File: src/rtl/guard_pkg.sv
package guard_pkg;
  typedef enum logic [2:0] {
    OP_NOP      = 3'd0,
    OP_PROT_ONE = 3'd1,
    OP_FREE_ONE = 3'd2,
    OP_PROT_ALL = 3'd3,
    OP_FREE_ALL = 3'd4,
    OP_LOCK_ONE = 3'd5
  } guard_op_e;

  typedef enum logic [1:0] {
    SZ_4K   = 2'd0,
    SZ_32K  = 2'd1,
    SZ_64K  = 2'd2,
    SZ_CHIP = 2'd3
  } erase_sz_e;
endpackage

File: src/rtl/protect_bank.sv
module protect_bank #(
  parameter int SECTORS = 128,
  parameter int SECT_W  = $clog2(SECTORS)
) (
  input  logic               clk,
  input  logic               rst,
  input  logic               cmd_valid,
  input  logic [2:0]         cmd_op,
  input  logic [SECT_W-1:0]  cmd_sector,
  input  logic               wp_n,
  output logic [SECTORS-1:0] prot_q
);
  import guard_pkg::*;

  guard_op_e op;
  assign op = guard_op_e'(cmd_op);

  for (genvar i = 0; i < SECTORS; i++) begin : g_sect
    localparam logic [SECT_W-1:0] IDX = SECT_W'(i);
    logic hit;
    assign hit = (cmd_sector == IDX);
    always_ff @(posedge clk) begin
      if (rst) begin
        prot_q[i] <= 1'b1;
      end else if (cmd_valid) begin
        case (op)
          OP_PROT_ONE: if (hit) prot_q[i] <= 1'b1;
          OP_FREE_ONE: if (hit && wp_n) prot_q[i] <= 1'b0;
          OP_PROT_ALL: prot_q[i] <= 1'b1;
          OP_FREE_ALL: if (wp_n) prot_q[i] <= 1'b0;
          default: ;
        endcase
      end
    end
  end
endmodule

File: src/rtl/lock_bank.sv
module lock_bank #(
  parameter int SECTORS = 128,
  parameter int SECT_W  = $clog2(SECTORS)
) (
  input  logic               clk,
  input  logic               rst,
  input  logic               cmd_valid,
  input  logic [2:0]         cmd_op,
  input  logic [SECT_W-1:0]  cmd_sector,
  output logic [SECTORS-1:0] lock_q
);
  import guard_pkg::*;

  logic set_req;
  assign set_req = cmd_valid && (guard_op_e'(cmd_op) == OP_LOCK_ONE);

  for (genvar i = 0; i < SECTORS; i++) begin : g_sect
    localparam logic [SECT_W-1:0] IDX = SECT_W'(i);
    always_ff @(posedge clk) begin
      if (rst) lock_q[i] <= 1'b0;
      else if (set_req && cmd_sector == IDX) lock_q[i] <= 1'b1;
    end
  end
endmodule

File: src/rtl/permit_eval.sv
module permit_eval #(
  parameter int SECTORS  = 128,
  parameter int ADDR_W   = 24,
  parameter int SECT_LSB = 16,
  parameter int SECT_W   = $clog2(SECTORS)
) (
  input  logic               clk,
  input  logic               rst,
  input  logic [SECTORS-1:0] prot_q,
  input  logic [SECTORS-1:0] lock_q,
  input  logic               chk_valid,
  input  logic [ADDR_W-1:0]  chk_addr,
  input  logic [1:0]         chk_size,
  output logic               rsp_valid,
  output logic               rsp_allow
);
  import guard_pkg::*;

  logic [SECT_W-1:0]  idx;
  logic [SECTORS-1:0] barred;
  logic               ok_next;

  assign idx    = chk_addr[SECT_LSB +: SECT_W];
  assign barred = prot_q | lock_q;

  always_comb begin
    if (erase_sz_e'(chk_size) == SZ_CHIP) ok_next = ~(|barred);
    else                                  ok_next = ~barred[idx];
  end

  always_ff @(posedge clk) begin
    if (rst) begin
      rsp_valid <= 1'b0;
      rsp_allow <= 1'b0;
    end else begin
      rsp_valid <= chk_valid;
      rsp_allow <= chk_valid && ok_next;
    end
  end
endmodule

File: src/rtl/sector_guard.sv
module sector_guard #(
  parameter int SECTORS  = 128,
  parameter int ADDR_W   = 24,
  parameter int SECT_LSB = 16
) (
  input  logic                        clk,
  input  logic                        rst,
  input  logic                        cmd_valid,
  input  logic [2:0]                  cmd_op,
  input  logic [$clog2(SECTORS)-1:0]  cmd_sector,
  input  logic                        wp_n,
  input  logic                        chk_valid,
  input  logic [ADDR_W-1:0]           chk_addr,
  input  logic [1:0]                  chk_size,
  output logic                        rsp_valid,
  output logic                        rsp_allow
);
  localparam int SECT_W = $clog2(SECTORS);

  logic [SECTORS-1:0] prot_bits;
  logic [SECTORS-1:0] lock_bits;

  protect_bank #(.SECTORS(SECTORS), .SECT_W(SECT_W)) u_prot (
    .clk(clk), .rst(rst), .cmd_valid(cmd_valid), .cmd_op(cmd_op),
    .cmd_sector(cmd_sector), .wp_n(wp_n), .prot_q(prot_bits)
  );

  lock_bank #(.SECTORS(SECTORS), .SECT_W(SECT_W)) u_lock (
    .clk(clk), .rst(rst), .cmd_valid(cmd_valid), .cmd_op(cmd_op),
    .cmd_sector(cmd_sector), .lock_q(lock_bits)
  );

  permit_eval #(.SECTORS(SECTORS), .ADDR_W(ADDR_W), .SECT_LSB(SECT_LSB), .SECT_W(SECT_W)) u_eval (
    .clk(clk), .rst(rst), .prot_q(prot_bits), .lock_q(lock_bits),
    .chk_valid(chk_valid), .chk_addr(chk_addr), .chk_size(chk_size),
    .rsp_valid(rsp_valid), .rsp_allow(rsp_allow)
  );
endmodule

File: config.mk
export PLATFORM = sky130hd
export DESIGN_NAME = sector_guard
export DESIGN_NICKNAME = d
export VERILOG_FILES = /design/src/rtl/guard_pkg.sv /design/src/rtl/protect_bank.sv /design/src/rtl/lock_bank.sv /design/src/rtl/permit_eval.sv /design/src/rtl/sector_guard.sv
export SDC_FILE = /design/constraint.sdc
export NUM_CORES = 1
export LEC_CHECK = 0
export ABC_AREA = 1
export CAP_MARGIN = 5
export CELL_PAD_IN_SITES_DETAIL_PLACEMENT = 1
export CELL_PAD_IN_SITES_GLOBAL_PLACEMENT = 1
export CORE_MARGIN = 5
export CORE_UTILIZATION = 40
export DETAILED_ROUTE_END_ITERATION = 16
export PLACE_DENSITY = 0.78
export SLEW_MARGIN = 5
export SYNTH_ARGS = -nofsm -noshare
export SYNTH_HDL_FRONTEND = slang
export SYNTH_SLANG_ARGS = --single-unit
File: constraint.sdc
create_clock -name clk -period 4.15 [get_ports clk]
set_clock_uncertainty 0.05 [all_clocks]
set_input_delay 0.83 -clock clk [delete_from_list [all_inputs] [get_ports clk]]
set_output_delay 0.83 -clock clk [all_outputs]
set_load 0.02 [all_outputs]
; After elaboration in Yosys (flattened, before gate mapping)
; Cells that the tools add are included.
[word_totals]
in_bits = 41
ramBits = 0
ff_bits = 258
memories = 0
output_inout_bits = 2
rom_bits = 0
latchBits = 0
word_cells = 1429
[classes]
n_bitwise = 3
order_cmp = 1
n_reduce_logical = 389
mux = 388
n_eq_ne = 390
n_shift = 0
mul = 0
addsub = 0
div = 0
[ops]
columns = cell, count
row1 = AND reduction 5 bit, 128
row2 = "inequality test 2 x 1 -> 1 bit, second input constant", 256
row3 = case mux 1 bit (4 select lines), 128
row4 = "equality test 7 bit, second input constant", 64
row5 = two-way mux 1 bit, 259
row6 = logical AND 1 bit, 258
row7 = "equality test 7 x 6 -> 1 bit, second input constant", 32
row8 = OR 128 bit, 1
row9 = OR reduction 128 bit, 1
row10 = "equality test 7 x 5 -> 1 bit, second input constant", 16
row11 = "equality test 7 x 4 -> 1 bit, second input constant", 8
row12 = "equality test 7 x 3 -> 1 bit, second input constant", 4
row13 = "equality test 7 x 2 -> 1 bit, second input constant", 2
row14 = "< comparator 7 x 8 -> 1 bit, second input constant", 1
row15 = binary-select mux 1 bit (select 7 bit), 1
row16 = "equality test 7 x 1 -> 1 bit, second input constant", 1
row17 = zero test 7 bit, 1
row18 = "equality test 3 x 2 -> 1 bit, second input constant", 2
row19 = "equality test 3 bit, second input constant", 2
row20 = nonzero test 4 bit, 1
row21 = "equality test 3 x 1 -> 1 bit, second input constant", 1
row22 = "equality test 2 bit, second input constant", 1
row23 = "inequality test 2 bit, second input constant", 1
row24 = NOT 1 bit, 2

; Logic depth before layout (Yosys ltp)
[logic_depth]
ltp_word = 6
depth_mapped = 14
depth_no_buf = 13

; Hierarchy
; A second synthesis with hierarchy kept.
[unflattened]
cells_unflattened = 2434
area_unflattened_um2 = 15100.7
[modules_own_cells]
columns = mod, n_inst, seq_area_each_um2, cells_per_inst, area_per_inst_um2
row1 = protect_bank, 1, 2562.5, 1285, 7893.8
row2 = lock_bank, 1, 2562.5, 595, 4710.8
row3 = permit_eval, 1, 40.0, 554, 2496.1

; Worst setup path after synthesis
; No wires, ideal clock.
[synth_path]
kind = input to register
startpoint = input chk_addr[17]
endpoint = register u_eval.rsp_allow
slack_ns = 2.046
setup_time_ns = 0.109
n_path_buf = 2
required_time_ns = 3.991
arrival_time_ns = 1.946
path_stages = 12
path_cell_list = clkbuf_1 > inv_1 > clkbuf_1 > nand3_1 > nand3_1 > nand3_1 > nand3_1 > nand3_1 > nand3_1 > nand3_1 > nand2_1 > inv_1
[synth_between]
elab_chain_len = 5
[synth_lines]
columns = item, line_no
row1 = start: declaration, sector_guard.sv:13  ; input logic [ADDR_W-1:0] chk_addr,
row2 = binary-select mux 1 bit (select 7 bit), permit_eval.sv:28  ; else ok_next = ~barred[idx];
row3 = two-way mux 1 bit (implied by the code), permit_eval.sv:28
row4 = NOT 1 bit, permit_eval.sv:28
row5 = two-way mux 1 bit, permit_eval.sv:27  ; if (erase_sz_e'(chk_size) == SZ_CHIP) ok_next = ~(|barred);
row6 = logical AND 1 bit, permit_eval.sv:37  ; rsp_allow <= chk_valid && ok_next;
row7 = end signal: assignment, permit_eval.sv:37
row8 = end: declaration, permit_eval.sv:15  ; output logic rsp_allow
; Every way passes these cells. The select of a mux whose other input is x is not followed.
; A chain may end at the register's enable or synchronous reset.

; Worst setup path after layout
[layout_path]
startpoint = input cmd_op[0]
endpoint = register u_prot.prot_q[16]
[layout_between]
elab_chain_len = 3
word_cells_on_any_way = 10
[layout_lines]
columns = item, line_no
row1 = start: declaration, sector_guard.sv:9  ; input logic [2:0] cmd_op,
row2 = "equality test 3 x 2 -> 1 bit, or another cell as far along", protect_bank.sv:26  ; case (op)
row3 = "inequality test 2 x 1 -> 1 bit (no line), or another cell as far along", n/a
row4 = AND reduction 5 bit (no line), n/a
row5 = end signal: indexed assignment, protect_bank.sv:27  ; OP_PROT_ONE: if (hit) prot_q[i] <= 1'b1;
row6 = end signal: indexed assignment, protect_bank.sv:28  ; OP_FREE_ONE: if (hit && wp_n) prot_q[i] <= 1'b0;
row7 = end signal: indexed assignment, protect_bank.sv:29  ; OP_PROT_ALL: prot_q[i] <= 1'b1;
row8 = end: declaration, protect_bank.sv:11  ; output logic [SECTORS-1:0] prot_q
; Several ways; a longest one is shown, not always the timed one.

==> flow_summary.yaml <==
outcome:
  status: "finished, final reports clean"
floorplanning:
  die_h_microns: 186.5
  core.rowCount: 64
  initial_core_util_pct: 40.61
  pin_count: 43
  fp.coreArea_sq_um: 30670
  die_area_sq_um: 34770
  die_w_microns: 186.5
route:
  drtAntennaViolNets: 0
  via_per_inst: 5.746
  firstDrtPassIters: 5
  routed_wl_microns: 44370
  route.vias.total: 12650
  drt_first_iter_violations: 1003
  wl_per_cell_microns: 20.16
  drc: 0
timing:
  setup_slack_ns: 1.391
  finalSetupTns_ns: 0
  slew_headroom_pct: 37.58
  setup_viol: 0
  period_needed_ns: 2.759
  hold_viol_final: 0
  hold_slack_ns: 0.3947
  drv_slew: 0
  rsz0062_at_grt: "no"
  worstMarginPinSlew_ns: 0.9362
  fmax_mhz: 362.4
  post-route-period-util_pct: 66.49
critical_path:
  r2r_cells: 11
  worstSetupEndpointType: "flip-flop"
  critPathCapture: "u_prot.prot_q[16]"
  crit_required_ns: 4.55
  worstReg2RegStart: "u_lock.lock_q[121]"
  cp_max_fo: 44
  path_class: "primary input to flip-flop"
  start_kind: "primary input"
  r2r-end: "u_eval.rsp_allow"
  slowest_stage: "clkdlybuf4s50_1"
  slowest_delay_ns: 0.54
  critPathLaunch: "cmd_op[0]"
  rrSetupSlack_ns: 2.15
  crit_arrival_ns: 3.16
  crit_chain: "clkdlybuf4s50_1 -> nor3_4 -> inv_2 -> o211ai_1 -> clkinv_2 -> buf_12 -> o21ai_0 -> a21oi_1 -> o31ai_1"
pwr:
  p_clk_share_pct: 46.6
  seqPwrFrac_pct: 42.8
  intPower_mw: 4.524
  p_sw_share_pct: 25.98
  power_mw: 6.112
  p_leak_nw: 4.933
  combPwrFrac_pct: 10.7
  power_switching_mw: 1.588
  power_density_nw_per_um2: 437.6
  vdd_drop_max_mv: 0.3189
final_layout:
  instances_no_fill: 2201
  syn_to_final_growth_pct: 12.12
  diodes: 0
  layout-drive-gt1-share_pct: 4.598
  utilization_pct: 45.54
  final_nets: 1824
  fin_area_sq_um: 13970
clock_network:
  cts_sinks: 258
  cts_tree: "done"
  hold_buffers: 0
  cts_made_buffers: 29
  clkSlewWorstSetupHoldPaths_ns: 0.06
  clk_latency_ns: 0.56
  clock_path_buffers: 3
  post_cts_buffers: 0
  root_buffer: "clkbuf_16"
  htreeDepth: 1
  ctsResizeCount: 0
place:
  pre_cts_slack_ns: 0.8511
  dp_hpwl_microns: 26700
  gp_congestion: 0.8517
  numPortBuffers: 25
  placed_area_sq_um: 12910
  placed_cells: 2148
synth:
  synth_top_area_cell: "dfxtp_1"
  synth_top_cell_area_share_pct: 41.47
  syn_nets: 1882
  synth_cell_type_count: 22
  syn_area_sq_um: 12460
  ys_top_cells_by_count: "a21oi_1 (262), dfxtp_1 (258), nor2_1 (254)"
  syn_inst: 1841
  synth_seq_cells: 258
  async_flop_share_pct: 0
  yosys_warnings: 0
  synth_area_leaders: "dfxtp_1 (41%), a21oi_1 (11%), nor2_1 (7.7%), o31ai_1 (7.7%), nand2_1 (7.2%)"
  ys.flop_type: "dfxtp_1"
  synth.yosys.seq_area_share_pct: 41.47
  yosysMostFrequentCell: "a21oi_1"
  avgSynthCellArea_sq_um: 6.766
  synth_edf_count: 0
global_routing:
  antenna_found_initial: 0
  overflow: 0
  grt_pass1_wl_microns: 70750
  grt_pass1_vias: 12950
  grt_max_degree: 129
  track_usage_pct: 24.57
worst_hold_path:
  hp-class: "flip-flop to flip-flop"
run:
  maxCapViolations: 0
logic make-up after synthesis:
logic type,Yosys count,share of synthesized area [%]
buf+inv,339,10.52
compound gates,530,23.90
simple gates,714,24.12
flops,258,41.47
flip-flops by register name, summed over array words and instances (netlist names):
signal / flops
u_lock.lock_q: 128
u_eval.rsp_allow: 1
u_eval.rsp_valid: 1
u_prot.prot_q: 128
critical path: cells and delay by family:
family                 cells  cell delay (ns)
buffers and inverters      4             1.40
AO/OA/AOI/OAI              4             0.58
AND/OR/NAND/NOR            1             0.31
metal layers:
| layer | global-route usage (%) | wire [microns] | share of wire, % | vias to the layer above |
|---|---|---|---|---|
| met1 | 32.26 | 19650 | 44 | 6212 |
| met2 | 42.35 | 21080 | 48 | 297 |
| met4 | 8.268 | 1643 | 3.7 | 0 |
| met3 | 2.560 | 1991 | 4.5 | 91 |
| li1 | - | - | - | 6046 |
| met5 | 0 | 0 | 0 | - |
layout by cell type (no fill, tap or decap), drive strengths merged:
cell           count
o211ai             1
o31ai            127
nand3            170
or2                5
clkbuf            40
nand4             20
nor2             254
o21ai            139
nor4               6
clkdlybuf4s50     23
buf               18
nor3              19
dfxtp            258
o311ai             1
nand2            240
bufinv             6
clkinv             8
inv              207
clkinvlp           1
a21oi            262
power groups by stage:
| stage | registers, mW | logic, mW | clock network [mW] |
|---|---|---|---|
| 2_1_floorplan | 2.66 | 0.430 | 0 |
| 5_1_grt | 2.62 | 0.716 | 2.99 |
| 3_5_place_dp | 2.67 | 0.643 | 0 |
| 6_report | 2.61 | 0.653 | 2.85 |
| 3_3_place_gp | 2.66 | 0.628 | 0 |
| 4_1_cts | 2.61 | 0.649 | 2.88 |
cell type report:
class	instances	area, sq um
Timing Repair Buffer	42	464.2
Clock inverter	14	222.7
Sequential cell	258	5165
Multi-Input combinational cell	1244	6001
Tap cell	396	495.5
Fill cell	3900	16700
Clock buffer	39	833.3
Inverter	208	784.5
how the worst min path moves through the flow:
stage                        from            endpoint  slack, ns  cells past startpoint
2_1_floorplan   u_lock.lock_q[10]   u_lock.lock_q[10]       0.37                      2
3_3_place_gp    u_lock.lock_q[19]   u_lock.lock_q[19]       0.38                      2
3_5_place_dp    u_lock.lock_q[19]   u_lock.lock_q[19]       0.39                      2
4_1_cts         u_lock.lock_q[19]   u_lock.lock_q[19]       0.40                      2
5_1_grt        u_lock.lock_q[118]  u_lock.lock_q[118]       0.42                      2
6_report        u_lock.lock_q[19]   u_lock.lock_q[19]       0.39                      2
No activity file was read; power rests on OpenSTA's default activity.
